**config.mk**
```make
export PLATFORM = sky130hd
export DESIGN_NAME = wwdg_guard
export DESIGN_NICKNAME = d
export VERILOG_FILES = /design/src/rtl/wwdg_pkg.sv /design/src/rtl/wwdg_prescaler.sv /design/src/rtl/wwdg_timer.sv /design/src/rtl/wwdg_retain.sv /design/src/rtl/wwdg_guard.sv
export SDC_FILE = /design/constraint.sdc
export NUM_CORES = 1
export LEC_CHECK = 0
export CAP_MARGIN = 20
export CORE_UTILIZATION = 45
export DETAILED_ROUTE_END_ITERATION = 8
export PLACE_DENSITY = 0.84
export SLEW_MARGIN = 30
export SYNTH_ARGS = -nofsm -noshare
export SYNTH_HDL_FRONTEND = slang
export SYNTH_HIERARCHICAL = 1
export SYNTH_SLANG_ARGS = --single-unit
```
**constraint.sdc**
```tcl
create_clock -name clk -period 5 [get_ports clk]
set_input_delay 1 -clock clk [delete_from_list [all_inputs] [get_ports clk]]
set_output_delay 1 -clock clk [all_outputs]
set_load 0.01 [all_outputs]
```
**src/rtl/wwdg_pkg.sv**
```systemverilog
package wwdg_pkg;

   typedef enum logic {
      WD_IDLE = 1'b0,
      WD_RUN  = 1'b1
   } wd_state_e;

   localparam int unsigned WD_DEF_DIV_LO  = 4096;
   localparam int unsigned WD_DEF_DIV_HI  = 64;
   localparam int unsigned WD_DEF_T_W     = 6;
   localparam int unsigned WD_DEF_WIN_VAL = 15;

endpackage

```
**src/rtl/wwdg_prescaler.sv**
```systemverilog
module wwdg_prescaler #(
   parameter int unsigned DIV_LO = 4096,
   parameter int unsigned DIV_HI = 64
) (
   input  logic clk,
   input  logic cold_rst_n,
   input  logic en,
   input  logic clr,
   output logic tick
);

   localparam int unsigned LO_W = (DIV_LO > 1) ? $clog2(DIV_LO) : 1;
   localparam int unsigned HI_W = (DIV_HI > 1) ? $clog2(DIV_HI) : 1;
   localparam logic [LO_W-1:0] LO_MAX = LO_W'(DIV_LO - 1);
   localparam logic [HI_W-1:0] HI_MAX = HI_W'(DIV_HI - 1);

   if (DIV_LO < 2) begin : g_chk_lo
      $error("wwdg_prescaler: DIV_LO must be at least 2");
   end
   if (DIV_HI < 1) begin : g_chk_hi
      $error("wwdg_prescaler: DIV_HI must be at least 1");
   end

   logic [LO_W-1:0] lo_q;
   logic            lo_wrap;

   assign lo_wrap = (lo_q == LO_MAX);

   always_ff @(posedge clk or negedge cold_rst_n) begin
      if (!cold_rst_n) begin
         lo_q <= '0;
      end else if (clr) begin
         lo_q <= '0;
      end else if (en) begin
         lo_q <= lo_wrap ? '0 : lo_q + LO_W'(1);
      end
   end

   if (DIV_HI == 1) begin : g_single
      assign tick = en && lo_wrap;
   end else begin : g_cascade
      logic [HI_W-1:0] hi_q;
      logic            hi_wrap;

      assign hi_wrap = (hi_q == HI_MAX);
      assign tick    = en && lo_wrap && hi_wrap;

      always_ff @(posedge clk or negedge cold_rst_n) begin
         if (!cold_rst_n) begin
            hi_q <= '0;
         end else if (clr) begin
            hi_q <= '0;
         end else if (en && lo_wrap) begin
            hi_q <= hi_wrap ? '0 : hi_q + HI_W'(1);
         end
      end
   end

endmodule

```
**src/rtl/wwdg_timer.sv**
```systemverilog
module wwdg_timer
   import wwdg_pkg::*;
#(
   parameter int unsigned T_W     = 6,
   parameter int unsigned WIN_VAL = 15
) (
   input  logic           clk,
   input  logic           cold_rst_n,
   input  logic           activate,
   input  logic           refresh,
   input  logic           freeze,
   input  logic           tick,
   output logic           presc_en,
   output logic           presc_clr,
   output logic           bite,
   output logic           active,
   output logic [T_W-1:0] value,
   output logic           rst_req
);

   localparam logic [T_W-1:0] RELOAD = '1;
   localparam logic [T_W-1:0] WIN_L  = T_W'(WIN_VAL);

   if (T_W < 2) begin : g_chk_w
      $error("wwdg_timer: T_W must be at least 2");
   end
   if (WIN_VAL >= (2 ** T_W) - 1) begin : g_chk_win
      $error("wwdg_timer: WIN_VAL must be below the reload value");
   end

   wd_state_e      state_q;
   logic [T_W-1:0] cnt_q;
   logic           rst_req_q;
   logic           run;
   logic           early;
   logic           in_time;
   logic           expire;
   logic           arm;

   assign run     = (state_q == WD_RUN);
   assign early   = run && refresh && (cnt_q > WIN_L);
   assign in_time = run && refresh && !early;
   assign expire  = run && tick && (cnt_q == '0) && !in_time;
   assign arm     = !run && activate;

   assign bite      = early || expire;
   assign presc_en  = run && !freeze;
   assign presc_clr = arm || in_time || bite;

   always_ff @(posedge clk or negedge cold_rst_n) begin
      if (!cold_rst_n) begin
         state_q   <= WD_IDLE;
         cnt_q     <= RELOAD;
         rst_req_q <= 1'b0;
      end else begin
         rst_req_q <= bite;
         if (bite) begin
            state_q <= WD_IDLE;
            cnt_q   <= RELOAD;
         end else if (arm || in_time) begin
            state_q <= WD_RUN;
            cnt_q   <= RELOAD;
         end else if (tick) begin
            cnt_q <= cnt_q - T_W'(1);
         end
      end
   end

   assign active  = run;
   assign value   = cnt_q;
   assign rst_req = rst_req_q;

   assert_single_pulse_R4: assert property (@(posedge clk) disable iff (!cold_rst_n)
      rst_req_q |=> !rst_req_q);

   assert_early_bites_R6: assert property (@(posedge clk) disable iff (!cold_rst_n)
      (run && refresh && (cnt_q > WIN_L)) |=> rst_req_q);

   assert_bite_idles_R9: assert property (@(posedge clk) disable iff (!cold_rst_n)
      bite |=> (state_q == WD_IDLE && rst_req_q && cnt_q == RELOAD));

   assert_stays_on_R7: assert property (@(posedge clk) disable iff (!cold_rst_n)
      (run && !bite) |=> (state_q == WD_RUN));

   assert_stays_off_R2: assert property (@(posedge clk) disable iff (!cold_rst_n)
      (!run && !activate) |=> (state_q == WD_IDLE && !rst_req_q));

   assert_freeze_hold_R8: assert property (@(posedge clk) disable iff (!cold_rst_n)
      (run && freeze && !refresh) |=> $stable(cnt_q));

endmodule

```
**src/rtl/wwdg_retain.sv**
```systemverilog
module wwdg_retain #(
   parameter int unsigned ADDR_W = 32,
   parameter int unsigned BITE_W = 16,
   parameter int unsigned FLAG_W = 32
) (
   input  logic              clk,
   input  logic              cold_rst_n,
   input  logic              bite,
   input  logic [ADDR_W-1:0] pc_addr,
   output logic [FLAG_W-1:0] flag,
   output logic [BITE_W-1:0] count,
   output logic [ADDR_W-1:0] addr
);

   localparam logic [BITE_W-1:0] CNT_SAT = '1;

   if (BITE_W < 1 || ADDR_W < 1 || FLAG_W < 1) begin : g_chk_w
      $error("wwdg_retain: widths must be at least 1");
   end

   logic              flag_q;
   logic [BITE_W-1:0] count_q;
   logic [ADDR_W-1:0] addr_q;

   always_ff @(posedge clk or negedge cold_rst_n) begin
      if (!cold_rst_n) begin
         flag_q  <= 1'b0;
         count_q <= '0;
         addr_q  <= '0;
      end else if (bite) begin
         flag_q <= 1'b1;
         addr_q <= pc_addr;
         if (count_q != CNT_SAT) begin
            count_q <= count_q + BITE_W'(1);
         end
      end
   end

   assign flag  = {FLAG_W{flag_q}};
   assign count = count_q;
   assign addr  = addr_q;

   assert_flag_set_R9: assert property (@(posedge clk) disable iff (!cold_rst_n)
      bite |=> (flag_q && addr_q == $past(pc_addr)));

   assert_retained_hold_R10: assert property (@(posedge clk) disable iff (!cold_rst_n)
      !bite |=> ($stable(flag_q) && $stable(count_q) && $stable(addr_q)));

   assert_count_sat_R11: assert property (@(posedge clk) disable iff (!cold_rst_n)
      (count_q == CNT_SAT) |=> (count_q == CNT_SAT));

endmodule

```
**src/rtl/wwdg_guard.sv**
```systemverilog
module wwdg_guard
   import wwdg_pkg::*;
#(
   parameter int unsigned DIV_LO  = WD_DEF_DIV_LO,
   parameter int unsigned DIV_HI  = WD_DEF_DIV_HI,
   parameter int unsigned T_W     = WD_DEF_T_W,
   parameter int unsigned WIN_VAL = WD_DEF_WIN_VAL,
   parameter int unsigned ADDR_W  = 32,
   parameter int unsigned BITE_W  = 16,
   parameter int unsigned FLAG_W  = 32
) (
   input  logic              clk,
   input  logic              cold_rst_n,
   input  logic              activate_i,
   input  logic              refresh_i,
   input  logic              dbg_freeze_i,
   input  logic [ADDR_W-1:0] pc_addr_i,
   output logic              rst_req_o,
   output logic              active_o,
   output logic [T_W-1:0]    timer_o,
   output logic [FLAG_W-1:0] bitten_o,
   output logic [BITE_W-1:0] bite_cnt_o,
   output logic [ADDR_W-1:0] bite_addr_o
);

   logic tick;
   logic presc_en;
   logic presc_clr;
   logic bite;

   wwdg_prescaler #(
      .DIV_LO (DIV_LO),
      .DIV_HI (DIV_HI)
   ) presc_i (
      .clk        (clk),
      .cold_rst_n (cold_rst_n),
      .en         (presc_en),
      .clr        (presc_clr),
      .tick       (tick)
   );

   wwdg_timer #(
      .T_W     (T_W),
      .WIN_VAL (WIN_VAL)
   ) timer_i (
      .clk        (clk),
      .cold_rst_n (cold_rst_n),
      .activate   (activate_i),
      .refresh    (refresh_i),
      .freeze     (dbg_freeze_i),
      .tick       (tick),
      .presc_en   (presc_en),
      .presc_clr  (presc_clr),
      .bite       (bite),
      .active     (active_o),
      .value      (timer_o),
      .rst_req    (rst_req_o)
   );

   wwdg_retain #(
      .ADDR_W (ADDR_W),
      .BITE_W (BITE_W),
      .FLAG_W (FLAG_W)
   ) retain_i (
      .clk        (clk),
      .cold_rst_n (cold_rst_n),
      .bite       (bite),
      .pc_addr    (pc_addr_i),
      .flag       (bitten_o),
      .count      (bite_cnt_o),
      .addr       (bite_addr_o)
   );

endmodule

```
== Word-level counts from Yosys, hierarchy flattened ==
Cells that the tools add are included.

* Register bits after elaboration: 75
* Bits in latches: 0
* Bits in writable memories: 0
* ROM bits: 0
* Output and inout bits: 88
* Logic and storage cells: 50
* Memories kept: 0

* Add/sub/neg operators: 4
* Multiply operators: 0
* Divide/modulo/power cells: 0
* Order comparisons: 1
* Equal/unequal tests: 3
* Shift-type cells: 0
* Multiplexer cells: 11
* Bitwise gates (word level): 0
* Reductions and logical operators: 23

{| class="wikitable"
|+ Operators with widths
! operator !! number
|-
| $mux W12 || 3
|-
| $mux W6 || 6
|-
| $add A16 B1 Y16 const B || 1
|-
| $ne A16 B16 Y1 const B || 1
|-
| $add A12 B1 Y12 const B || 1
|-
| $eq A12 B12 Y1 const B || 1
|-
| $logic_and A1 B1 Y1 || 10
|-
| $add A6 B1 Y6 const B || 1
|-
| $eq A6 B6 Y1 const B || 1
|-
| $gt A6 B4 Y1 const B || 1
|-
| $logic_not A6 Y1 || 1
|-
| $reduce_bool A2 Y1 || 3
|-
| $sub A6 B1 Y6 const B || 1
|-
| $logic_not A1 Y1 || 4
|-
| $logic_or A1 B1 Y1 || 3
|-
| $reduce_bool A3 Y1 || 1
|-
| $mux W1 || 2
|-
| $reduce_and A2 Y1 || 1
|}

== Longest topological paths before layout ==
* Depth in word-level cells: 10
* Gate-level depth with buffers: 14
* Depth with buffers taken out: 12

== By module ==
The synthesis kept the hierarchy.

{| class="wikitable"
|+ Modules (own cells, without submodules)
! module !! times used !! cells each !! area an instance (um^2)
|-
| wwdg_retain || 1 || 174 || 2235.9
|-
| wwdg_prescaler || 1 || 98 || 948.4
|-
| wwdg_timer || 1 || 41 || 429.2
|}

== Worst setup path after synthesis ==
No wires, ideal clock.

* Path kind: input to register
* From: input port dbg_freeze_i
* To: register presc_i.lo_q[11]
* Arrival: 4.562 ns
* Required time: 4.914 ns
* Setup slack: 0.352 ns
* Stages: 13
* Cells stage by stage: nor2_1 nand2_1 or4_1 buf_2 nor3_1 nand2_1 o311a_4 nor2_1 clkbuf_1 o211a_1 or4b_2 xor2_1 nor3_1

* Word-level cells in the longest chain between the ends: 10
* Elaborated cells between the ends (all ways): 11

{| class="wikitable"
|+ RTL lines
! what !! line !! text
|-
| start, declared || wwdg_guard.sv:16 || <nowiki>input logic dbg_freeze_i,</nowiki>
|-
| $logic_not A1 Y1 * || wwdg_timer.sv:47 || <nowiki>assign presc_en = run && !freeze;</nowiki>
|-
| $logic_and A1 B1 Y1 * || wwdg_timer.sv:47 ||
|-
| $logic_and A1 B1 Y1 * (2 in a row) || wwdg_prescaler.sv:46 || <nowiki>assign tick = en && lo_wrap && hi_wrap;</nowiki>
|-
| named net tick || wwdg_guard.sv:26 || <nowiki>logic tick;</nowiki>
|-
| $logic_and A1 B1 Y1 * (3 in a row) || wwdg_timer.sv:43 || <nowiki>assign expire = run && tick && (cnt_q == '0) && !in_time;</nowiki>
|-
| $logic_or A1 B1 Y1 * || wwdg_timer.sv:46 || <nowiki>assign bite = early || expire;</nowiki>
|-
| $logic_or A1 B1 Y1 * || wwdg_timer.sv:48 || <nowiki>assign presc_clr = arm || in_time || bite;</nowiki>
|-
| named net presc_clr || wwdg_guard.sv:28 || <nowiki>logic presc_clr;</nowiki>
|-
| $mux W12 or $reduce_bool A2 Y1 (tied branches) || n/a ||
|-
| end signal, assigned || wwdg_prescaler.sv:35 || <nowiki>lo_q <= lo_wrap ? '0 : lo_q + LO_W'(1);</nowiki>
|-
| end, declared || wwdg_prescaler.sv:24 || <nowiki>logic [LO_W-1:0] lo_q;</nowiki>
|}

Mark *: on every way through the listed nets, which the timed path passes. The rest lies on a longest branch.
A chain may end at the register's enable or synchronous reset.

== Worst setup path in the final report ==
* From: input port dbg_freeze_i
* To: register retain_i.count_q[12], in the netlist retain_i/count[12]

* Word-level cells in the longest chain between the ends: 9

{| class="wikitable"
|+ RTL lines
! what !! line !! text
|-
| $logic_not A1 Y1 || wwdg_timer.sv:47 ||
|-
| $logic_and A1 B1 Y1 || wwdg_timer.sv:47 ||
|-
| named net presc_en || wwdg_guard.sv:27 || <nowiki>logic presc_en;</nowiki>
|-
| $logic_and A1 B1 Y1 (2 in a row) || wwdg_prescaler.sv:46 ||
|-
| named net tick || wwdg_guard.sv:26 ||
|-
| $logic_and A1 B1 Y1 (3 in a row) || wwdg_timer.sv:43 ||
|-
| $logic_or A1 B1 Y1 || wwdg_timer.sv:46 ||
|-
| named net bite || wwdg_guard.sv:29 || <nowiki>logic bite;</nowiki>
|-
| $reduce_and A2 Y1 (no source line) || n/a ||
|-
| end signal, assigned || wwdg_retain.sv:34 || <nowiki>count_q <= count_q + BITE_W'(1);</nowiki>
|-
| end, declared || wwdg_retain.sv:22 || <nowiki>logic [BITE_W-1:0] count_q;</nowiki>
|}

The timed path passes the listed nets, and every way through them passes these cells.

==> flow_metrics.env <==
export IMPL_final_max_slew_viol_count=0
export IMPL_min_period_ps=4410
export IMPL_synth_common_cells="dfrtp_1, mux2_2, buf_4"
export IMPL_gp_congestion=0.844
export IMPL_hp_class="flip-flop to flip-flop"
export IMPL_vdd_drop_max_uv=137
export IMPL_layout_cells_non_filler=519
export IMPL_core_area_mm2=0.00773
export IMPL_nets=453
export IMPL_fp_row_count=32
export IMPL_h_tree_depth=3
export IMPL_hold_ws_ps=508
export IMPL_crit_required_ps=5230
export IMPL_antenna_cells=0
export IMPL_first_pass_iters=4
export IMPL_clock_sinks=75
export IMPL_drive_above_1_share_pct=17.5
export IMPL_synth_seq_area_share_pct=52.1
export IMPL_start_util_pct=46.8
export IMPL_cts_root_buf="clkbuf_8"
export IMPL_worstPathArrival_ps=4640
export IMPL_max_clock_path_buffers=2
export IMPL_cp_start_kind="primary input"
export IMPL_grt_usage_pct=19.1
export IMPL_dp_slack_ps=225
export IMPL_grt_busiest_layer="met2"
export IMPL_cp_max_fo=41
export IMPL_utilization_pct=63.3
export IMPL_io_pins=125
export IMPL_dieArea_mm2=0.00839
export IMPL_die_height_um=91.6
export IMPL_drt_wirelength_per_cell_um=15.2
export IMPL_drtIter0Drc=120
export IMPL_syn_num_nets=354
export IMPL_critPathKind="primary input to flip-flop"
export IMPL_avgSynthCellArea_um2=11.5
export IMPL_synth_top_cell_area_share_pct=47.8
export IMPL_ctsResizeCount=0
export IMPL_postCtsHoldBufs=0
export IMPL_synth_cell_type_count=48
export IMPL_grt_max_degree=43
export IMPL_ys_ff_latch=75
export IMPL_post_cts_buffers=0
export IMPL_grt_pass1_vias=2626
export IMPL_vias=2770
export IMPL_dp_hpwl_um=5680
export IMPL_powerDensity_mw_per_mm2=326
export IMPL_vias_per_cell=5.34
export IMPL_grtUsageMet2_pct=34.3
export IMPL_numCtsBuffers=9
export IMPL_relSlewSlack_pct=38.5
export IMPL_syn_to_final_growth_pct=35.4
export IMPL_synth_area_mm2=0.00361
export IMPL_status="complete, no violations"
export IMPL_synth_edff_count=0
export IMPL_grt_pass1_wl_um=12700
export IMPL_synthCells=313
export IMPL_drv_cap=0
export IMPL_cts_clk_slew_worst_paths_ps=80
export IMPL_met1_usage_pct=22.5
export IMPL_drt_wl_total_um=7880
export IMPL_antenna_found_initial=0
export IMPL_fin_crit_sh_pct=88.1
export IMPL_clk_insertion_delay_late_ps=340
export IMPL_synth_area_top_cells="dfrtp_1, mux2_2, buf_4"
export IMPL_critPathCaptureType="flip-flop"
export IMPL_setup_violations=0
export IMPL_tns_ps=0
export IMPL_fin_skew_ps=9.48
export IMPL_synth_most_common_cell="dfrtp_1"
export IMPL_drcViolationCount=0
export IMPL_grt_overflow=0
export IMPL_max_freq_mhz=227
export IMPL_async_reset_ff_share_pct=100
export IMPL_synthFlopType="dfrtp_1"
export IMPL_final_hold_violation_count=0
export IMPL_use_met3_pct=3.48
export IMPL_power_leakage_nw=2.02
export IMPL_cts_tree="done"
export IMPL_setup_slack_ps=593
export IMPL_rsz0062_at_grt="no"
export IMPL_fp_dieW_um=91.6
export IMPL_dp_cells=503
export IMPL_portBuffers=124
export IMPL_ant_nets=0
export IMPL_tightest_slew_ps=914
export IMPL_ys_warn_count=6
export IMPL_synth_largest_area_cell="dfrtp_1"
layout by cell type, fill, tap and decap left out, types with 2 or more instances in the layout:
master,netlist,routed
nand2b_1,3,3
clkdlybuf4s50_1,0,123
a21oi_1,11,11
ha_1,4,4
clkbuf_8,0,9
or4_1,3,3
nor2_1,12,12
dfrtp_1,69,69
nor3_1,10,10
o31ai_1,3,3
xor2_1,12,12
o211ai_1,2,2
buf_4,32,6
nand4_1,9,9
or3_2,3,3
and3_1,4,4
clkbuf_1,5,4
xnor2_1,12,12
o2111ai_1,2,2
clkinv_2,0,3
o21ai_0,11,11
dfstp_2,6,6
inv_1,8,8
mux2_2,34,34
nand3_1,9,9
nand2_1,21,21
through the flow:
step           power (mW)  instance area, µm²
2_1_floorplan       0.950                3610
3_3_place_gp         1.21                4740
3_5_place_dp         1.22                4740
4_1_cts              1.61                4890
5_1_grt              1.67                4890
6_report             1.59                4890
layer usage:
layer / vias to the layer above / part of all wire [%]
li1: 1274 / -
met1: 1368 / 41
met2: 117 / 53
met3: 11 / 5.3
met4: 0 / 1.6
met5: - / 0
cell type report:
| cell class | instances | area (µm²) |
|---|---|---|
| multi-input cells | 189 | 1420 |
| clock inverters | 3 | 15.0 |
| well taps | 102 | 128 |
| flip-flops and latches | 75 | 1880 |
| inverters | 8 | 30.0 |
| repair buffers | 129 | 1280 |
| fillers | 600 | 2830 |
| clock buffers | 13 | 139 |
state kept, by name, indices dropped and copies added (netlist names):
signal	count
presc_i/lo_q	12
timer_i/rst_req	1
timer_i/active	1
timer_i/value	6
retain_i/count	16
presc_i/g_cascade.hi_q	6
retain_i/addr	32
retain_i/flag_q	1
cell families after synthesis:
group | after synthesis | synth area share (%)
XOR/XNOR | 24 | 5.82
buffers and inverters | 49 | 8.55
AO/OA/AOI/OAI | 37 | 6.86
flip-flops | 75 | 52.1
multiplexers | 35 | 11.0
AND/OR/NAND/NOR | 89 | 14.2
adder cells (fa/ha/maj) | 4 | 1.39
worst max-delay path: stages:
cell             delay (ps)
clkdlybuf4s50_1         410
nor2_1                  160
nand2_1                 190
or4_1                   710
nor3_1                  290
nand2_1                 180
o41ai_1                 360
and2_2                  220
buf_4                   430
nand3_1                 150
nor2_1                  170
mux2_2                  350
report_power, final:
group | total (mW) | internal (mW) | switching [mW]
Combinational | 0.437 | 0.269 | 0.169
Clock | 0.386 | 0.179 | 0.207
Sequential | 0.770 | 0.700 | 0.0701
Total | 1.59 | 1.15 | 0.446
worst paths after layout:
kind / startpoint / endpoint / slack, ps / cells after the start
worst max-delay path: dbg_freeze_i / retain_i/count[12]$_DFFE_PN0P_ / 590 / 12
worst min-delay path: retain_i/addr[26]$_DFFE_PN0P_ / retain_i/addr[26]$_DFFE_PN0P_ / 510 / 1
worst max register to register: timer_i/active$_DFFE_PN0P_ / retain_i/count[12]$_DFFE_PN0P_ / 1080 / 12
worst min register to register: retain_i/addr[26]$_DFFE_PN0P_ / retain_i/addr[26]$_DFFE_PN0P_ / 510 / 1
max in group asynchronous: cold_rst_n / timer_i/value[2]$_DFFE_PN1P_ / 3480 / 2
min in group asynchronous: cold_rst_n / retain_i/addr[0]$_DFFE_PN0P_ / 640 / 1
(Power assumes the default switching activity.)
